File: src/rtl/rh_port_pkg.sv
package rh_port_pkg;
  localparam int REG_W = 16;
  localparam int CONN_B     = 0;
  localparam int CONN_CHG_B = 1;
  localparam int EN_B       = 2;
  localparam int EN_CHG_B   = 3;
  localparam int LOWSPD_B   = 8;
  localparam int PRST_B     = 9;
  localparam logic [REG_W-1:0] KEEP_MASK  = 16'h01FB;
  localparam logic [REG_W-1:0] W1C_MASK   = 16'h000A;
  localparam logic [REG_W-1:0] ABSENT_VAL = 16'hFF7F;
endpackage

File: src/rtl/rh_port_cell.sv
module rh_port_cell
  import rh_port_pkg::*;
(
  input  logic             clk_i,
  input  logic             rst_ni,
  input  logic             hc_reset_i,
  input  logic             glb_reset_i,
  input  logic             wr_i,
  input  logic [REG_W-1:0] wdata_i,
  input  logic             attach_i,
  input  logic             detach_i,
  input  logic             low_speed_i,
  input  logic             present_i,
  output logic [REG_W-1:0] status_o,
  output logic             bus_reset_o
);
  logic [REG_W-1:0] q, d, merged, base;
  logic             rst_req;

  always_comb begin
    merged = (q & KEEP_MASK) | (wdata_i & ~KEEP_MASK);
    merged = merged & ~(wdata_i & W1C_MASK);
    base   = wr_i ? merged : q;
    d      = base;
    if (attach_i) begin
      d[CONN_B]     = 1'b1;
      d[CONN_CHG_B] = 1'b1;
      d[LOWSPD_B]   = low_speed_i;
    end
    if (detach_i) begin
      if (d[CONN_B]) begin
        d[CONN_B]     = 1'b0;
        d[CONN_CHG_B] = 1'b1;
      end
      if (d[EN_B]) begin
        d[EN_B]     = 1'b0;
        d[EN_CHG_B] = 1'b1;
      end
    end
    if (hc_reset_i) begin
      d = '0;
      if (present_i) begin
        d[CONN_B]     = 1'b1;
        d[CONN_CHG_B] = 1'b1;
        d[LOWSPD_B]   = low_speed_i;
      end
    end
  end

  // bus reset only on a rising reset bit or a global reset, and only with a device
  assign rst_req = !hc_reset_i && present_i &&
                   ((wr_i && wdata_i[PRST_B] && !q[PRST_B]) || glb_reset_i);

  always_ff @(posedge clk_i or negedge rst_ni) begin
    if (!rst_ni) begin
      q           <= '0;
      bus_reset_o <= 1'b0;
    end else begin
      q           <= d;
      bus_reset_o <= rst_req;
    end
  end

  assign status_o = q;


  keep_bits_chk: assert property (@(posedge clk_i) disable iff (!rst_ni)
    (wr_i && !attach_i && !detach_i && !hc_reset_i) |=>
      ((q & KEEP_MASK & ~W1C_MASK) == ($past(q) & KEEP_MASK & ~W1C_MASK)));

  w1c_clear_chk: assert property (@(posedge clk_i) disable iff (!rst_ni)
    (wr_i && wdata_i[CONN_CHG_B] && !attach_i && !detach_i && !hc_reset_i) |=> !q[CONN_CHG_B]);

  pulse_on_rise_chk: assert property (@(posedge clk_i) disable iff (!rst_ni)
    (wr_i && wdata_i[PRST_B] && !q[PRST_B] && present_i && !hc_reset_i) |=> bus_reset_o);

  no_spurious_pulse_chk: assert property (@(posedge clk_i) disable iff (!rst_ni)
    (!wr_i && !glb_reset_i) |=> !bus_reset_o);

  attach_sets_conn_chk: assert property (@(posedge clk_i) disable iff (!rst_ni)
    (attach_i && !detach_i && !hc_reset_i) |=> (q[CONN_B] && q[CONN_CHG_B]));

  detach_clears_chk: assert property (@(posedge clk_i) disable iff (!rst_ni)
    (detach_i && !hc_reset_i) |=> (!q[CONN_B] && !q[EN_B]));

  hc_reset_clears_chk: assert property (@(posedge clk_i) disable iff (!rst_ni)
    hc_reset_i |=> (!q[EN_B] && !q[PRST_B] && !bus_reset_o));
endmodule

File: src/rtl/rh_port_rdmux.sv
module rh_port_rdmux
  import rh_port_pkg::*;
#(
  parameter int NUM_PORTS = 2,
  parameter int IDX_W     = 4
) (
  input  logic [IDX_W-1:0] idx_i,
  input  logic [REG_W-1:0] words_i [NUM_PORTS],
  output logic [REG_W-1:0] rdata_o
);
  always_comb begin
    rdata_o = ABSENT_VAL;
    for (int p = 0; p < NUM_PORTS; p++) begin
      if (idx_i == IDX_W'(p)) rdata_o = words_i[p];
    end
  end
endmodule

File: src/rtl/rh_port_regs.sv
module rh_port_regs
  import rh_port_pkg::*;
#(
  parameter int NUM_PORTS = 2,
  parameter int IDX_W     = 4
) (
  input  logic                 clk_i,
  input  logic                 rst_ni,
  input  logic                 hc_reset_i,
  input  logic                 glb_reset_i,
  input  logic                 wr_en_i,
  input  logic [IDX_W-1:0]     idx_i,
  input  logic [REG_W-1:0]     wdata_i,
  output logic [REG_W-1:0]     rdata_o,
  input  logic [NUM_PORTS-1:0] attach_i,
  input  logic [NUM_PORTS-1:0] detach_i,
  input  logic [NUM_PORTS-1:0] low_speed_i,
  input  logic [NUM_PORTS-1:0] dev_present_i,
  output logic [NUM_PORTS-1:0] bus_reset_o
);
  logic [REG_W-1:0] words [NUM_PORTS];

  for (genvar g = 0; g < NUM_PORTS; g++) begin : g_port
    logic wr_sel;
    assign wr_sel = wr_en_i && (idx_i == IDX_W'(g));
    rh_port_cell u_cell (
      .clk_i       (clk_i),
      .rst_ni      (rst_ni),
      .hc_reset_i  (hc_reset_i),
      .glb_reset_i (glb_reset_i),
      .wr_i        (wr_sel),
      .wdata_i     (wdata_i),
      .attach_i    (attach_i[g]),
      .detach_i    (detach_i[g]),
      .low_speed_i (low_speed_i[g]),
      .present_i   (dev_present_i[g]),
      .status_o    (words[g]),
      .bus_reset_o (bus_reset_o[g])
    );
  end

  rh_port_rdmux #(.NUM_PORTS(NUM_PORTS), .IDX_W(IDX_W)) u_rdmux (
    .idx_i   (idx_i),
    .words_i (words),
    .rdata_o (rdata_o)
  );


  absent_read_chk: assert property (@(posedge clk_i) disable iff (!rst_ni)
    (int'(idx_i) >= NUM_PORTS) |-> (rdata_o == ABSENT_VAL));

  glb_reset_chk: assert property (@(posedge clk_i) disable iff (!rst_ni)
    (glb_reset_i && !hc_reset_i && !wr_en_i) |=> (bus_reset_o == $past(dev_present_i)));
endmodule

File: config.mk
export PLATFORM = sky130hd
export DESIGN_NAME = rh_port_regs
export DESIGN_NICKNAME = d
export VERILOG_FILES = /design/src/rtl/rh_port_pkg.sv /design/src/rtl/rh_port_cell.sv /design/src/rtl/rh_port_rdmux.sv /design/src/rtl/rh_port_regs.sv
export SDC_FILE = /design/constraint.sdc
export NUM_CORES = 1
export LEC_CHECK = 0
export ABC_AREA = 1
export BUFFER_PORTS_ARGS = -buffer_cell sky130_fd_sc_hd__buf_2
export CAP_MARGIN = 0
export CORE_UTILIZATION = 51
export CTS_CLUSTER_DIAMETER = 150
export CTS_CLUSTER_SIZE = 40
export DETAILED_ROUTE_END_ITERATION = 8
export PLACE_DENSITY = 0.76
export RECOVER_POWER = 100
export SLEW_MARGIN = 15
export SYNTH_ARGS = -nofsm -noshare
export SYNTH_HDL_FRONTEND = slang
export SYNTH_HIERARCHICAL = 1
export SYNTH_SLANG_ARGS = --single-unit
File: constraint.sdc
create_clock -name clk_i -period 1 [get_ports clk_i]
set_input_delay 0 -clock clk_i [delete_from_list [all_inputs] [get_ports clk_i]]
set_output_delay 0 -clock clk_i [all_outputs]
set_load 0.01 [all_outputs]
==> impl_metrics.py <==
metrics = {
    "routing": {
        "vias_per_cell": 4.80,
        "first_iter_violations": 109,
        "num_vias": 1814,
        "dr.pass1.iters": 4,
        "drt_wl_total_mm": 4.45,
        "wl_per_cell_um": 11.8,
        "antenna_left": 0,
        "drc": 0,
    },
    "floorplanning": {
        "start_util": 0.546,
        "chipHeight_um": 59.6,
        "die_w_um": 59.6,
        "rows": 20,
        "die_area_mm2": 0.00356,
        "core_mm2": 0.00310,
        "pin_count": 51,
    },
    "setup_path": {
        "critPathLaunchType": "flop",
        "end_kind": "primary output",
        "startpoint": "g_port[1].u_cell/status_o[13]",
        "critPathKind": "flop to primary output",
        "critPathArrivalTime_ns": 1.14,
        "crit_fanout": 2,
        "reg2reg_depth": 3,
        "regToRegSetupSlack_ns": 0.07,
        "rr_endpoint": "g_port[0].u_cell/status_o[0]",
        "crit_required_ns": 1.00,
        "r2r_start": "g_port[0].u_cell/status_o[0]",
        "worstSetupEndpoint": "rdata_o[13]",
    },
    "power_and_ir_drop": {
        "p_clk_frac": 0.250,
        "sw_frac_of_total": 0.275,
        "internal_power_uw": 1520,
        "power_density_mw_per_mm2": 895,
        "seqPwrFrac": 0.524,
        "p_switching_uw": 578,
        "combinationalPowerShare": 0.225,
        "peakVddDrop_v": 0.000794,
        "leakagePower_uw": 0.00123,
    },
    "sta": {
        "post-route-period-util": 1.14,
        "fin_setup_tns_ns": -1.47,
        "drv_slew": 0,
        "rsz0062_at_grt": "true",
        "fin_worst_skew_ns": 0.000973,
        "clock.fmax_mhz": 874,
        "fin_crit_ns": 1.14,
        "max_slew_margin": 0.585,
        "fin_ws_ns": -0.144,
        "worstMarginPinSlew_ns": 0.622,
        "hold_viol": 0,
        "setup_violations": 19,
        "fin_hold_ws_ns": 0.0232,
    },
    "logic_synthesis": {
        "synth_top_area_frac": 0.384,
        "synthTopCellsByArea": "dfrtp_1 38%, nand3_1 18%, inv_1 12%",
        "ys_types": 18,
        "yosysMostFrequentCell": "nand3_1",
        "synth_flop_cell": "dfrtp_1",
        "synth_commonest_cells": "61 x nand3_1, 56 x inv_1, 49 x nand2_1, 26 x dfrtp_1",
        "yosysTopAreaCell": "dfrtp_1",
        "synth-edff-count": 0,
        "synth-seq-cells": 26,
        "ys_seq_area_frac": 0.384,
        "ys_async_sr_fraction": 1.00,
        "syn-cell-area_mm2": 0.00169,
        "postSynthAreaPerCell_um2": 6.89,
        "syn-instance-count": 246,
        "ys_warn_count": 6,
    },
    "global_route": {
        "antenna_found_initial": 0,
        "grt_max_degree": 33,
        "grt_overflow": 0,
        "first_global_vias": 1581,
        "grt_use_total": 0.256,
        "grt_pass1_wl_mm": 6.73,
    },
    "cts": {
        "cts_root_buf": "clkbuf_4",
        "htreeDepth": 1,
        "clkSlewWorstSetupHoldPaths_ns": 0.14,
        "clockBufferDepth": 2,
        "cts_made_buffers": 3,
        "cts_tree": "built",
        "clock_sinks": 26,
        "insertion_delay_ns": 0.32,
    },
    "placed_design": {
        "placed_area_mm2": 0.00192,
        "place_ws_ns": 0.0493,
        "place.port_buffers": 43,
        "hpwl_mm": 2.66,
        "gp_congestion": 0.770,
        "placed_cells": 329,
    },
    "layout": {
        "layout-drive-gt1-share": 0.278,
        "syn_to_final_growth_pct": 38.6,
        "final_net_count": 368,
        "final_cells": 378,
        "diodes": 0,
        "finish.instance_area_mm2": 0.00235,
    },
    "run_status": {
        "violations": "setup timing",
        "outcome": "complete, but fails checks",
    },
    "hold_path": {
        "hp-class": "input port to flop",
        "worstHoldPathCells": 5,
    },
    "run": {
        "maxCapViolCount": 0,
    },
}
==> cells by family after synthesis <==
kind of cell    after synthesis  share of synthesized area
compound gates               16                     0.0576
buf+inv                      77                      0.218
flops                        26                      0.384
other cells                   2                    0.00443
simple gates                125                      0.336
==> flip-flops by register name, summed over array words and instances (netlist names) <==
register	flops
g_port.u_cell/bus_reset_o	2
g_port.u_cell/status_o	24
==> critical path: stages (launching register included) <==
cell,delay [ns]
dfrtp_1,0.41
inv_1,0.08
nand3_2,0.07
nand2_1,0.10
inv_1,0.04
buf_2,0.13
==> metrics by stage <==
stage | utilization | total power [µW]
2_1_floorplan | - | 1340
3_3_place_gp | 0.619 | 1470
3_5_place_dp | 0.619 | 1480
4_1_cts | 0.731 | 2080
5_1_grt | 0.756 | 2210
6_report | 0.756 | 2100
==> power groups by stage <==
stage	sequential (µW)	combinational [µW]	clock, µW
2_1_floorplan	1120	225	0
3_3_place_gp	1120	348	0
3_5_place_dp	1120	355	0
4_1_cts	1100	449	532
5_1_grt	1100	521	586
6_report	1100	473	526
==> layout make-up <==
cell class | instances | area [µm²]
well taps | 44 | 55.1
inverters | 60 | 225
clock buffers | 4 | 36.3
fillers | 255 | 756
repair buffers | 95 | 676
flip-flops and latches | 26 | 651
multi-input cells | 149 | 704
==> worst min path at each step <==
stage                     slack, ns       start                            to
after global placement         0.03      rst_ni  g_port[0].u_cell/status_o[3]
after floorplan               -0.30      rst_ni  g_port[0].u_cell/bus_reset_o
after global routing           0.03  wdata_i[2]  g_port[0].u_cell/status_o[2]
final                          0.02  wdata_i[2]  g_port[0].u_cell/status_o[2]
after detailed placement       0.02      rst_ni  g_port[0].u_cell/status_o[3]
after CTS                      0.03  wdata_i[2]  g_port[1].u_cell/status_o[2]
==> per-layer routing <==
metal,global-route usage,routed length [µm],up-vias
met2,0.454,2270,68
met4,0.0864,34,0
met1,0.326,1900,827
met3,0.0240,232,4
met5,0,0,-
li1,-,-,915
==> layout by cell type (no fill, tap or decap) <==
| master | synthesis | layout |
|---|---|---|
| a21oi_1 | 2 | 2 |
| a21oi_2 | 2 | 2 |
| a31oi_1 | 4 | 4 |
| buf_12 | 0 | 2 |
| buf_2 | 1 | 37 |
| buf_4 | 11 | 29 |
| clkbuf_1 | 0 | 4 |
| clkbuf_2 | 0 | 2 |
| clkbuf_4 | 0 | 4 |
| clkbuf_8 | 0 | 1 |
| conb_1 | 2 | 8 |
| dfrtp_1 | 26 | 26 |
| dlygate4sd3_1 | 0 | 20 |
| inv_1 | 56 | 50 |
| inv_2 | 4 | 10 |
| nand2_1 | 49 | 49 |
| nand3_1 | 61 | 60 |
| nand3_2 | 1 | 2 |
| nor2_1 | 11 | 10 |
| nor2_2 | 1 | 2 |
| nor2_4 | 2 | 2 |
| o21ai_0 | 6 | 6 |
| o31ai_1 | 2 | 2 |
==> timing repair <==
item                                    CTS  global route
pin swaps                                 8             7
hold endpoints to repair                 52             0
gates cloned                              0             0
gates resized for setup                   1            12
buffers inserted                         15            10
hold buffers                             20             0
endpoints found under the setup margin   12            18
(Power assumes the default switching activity.)
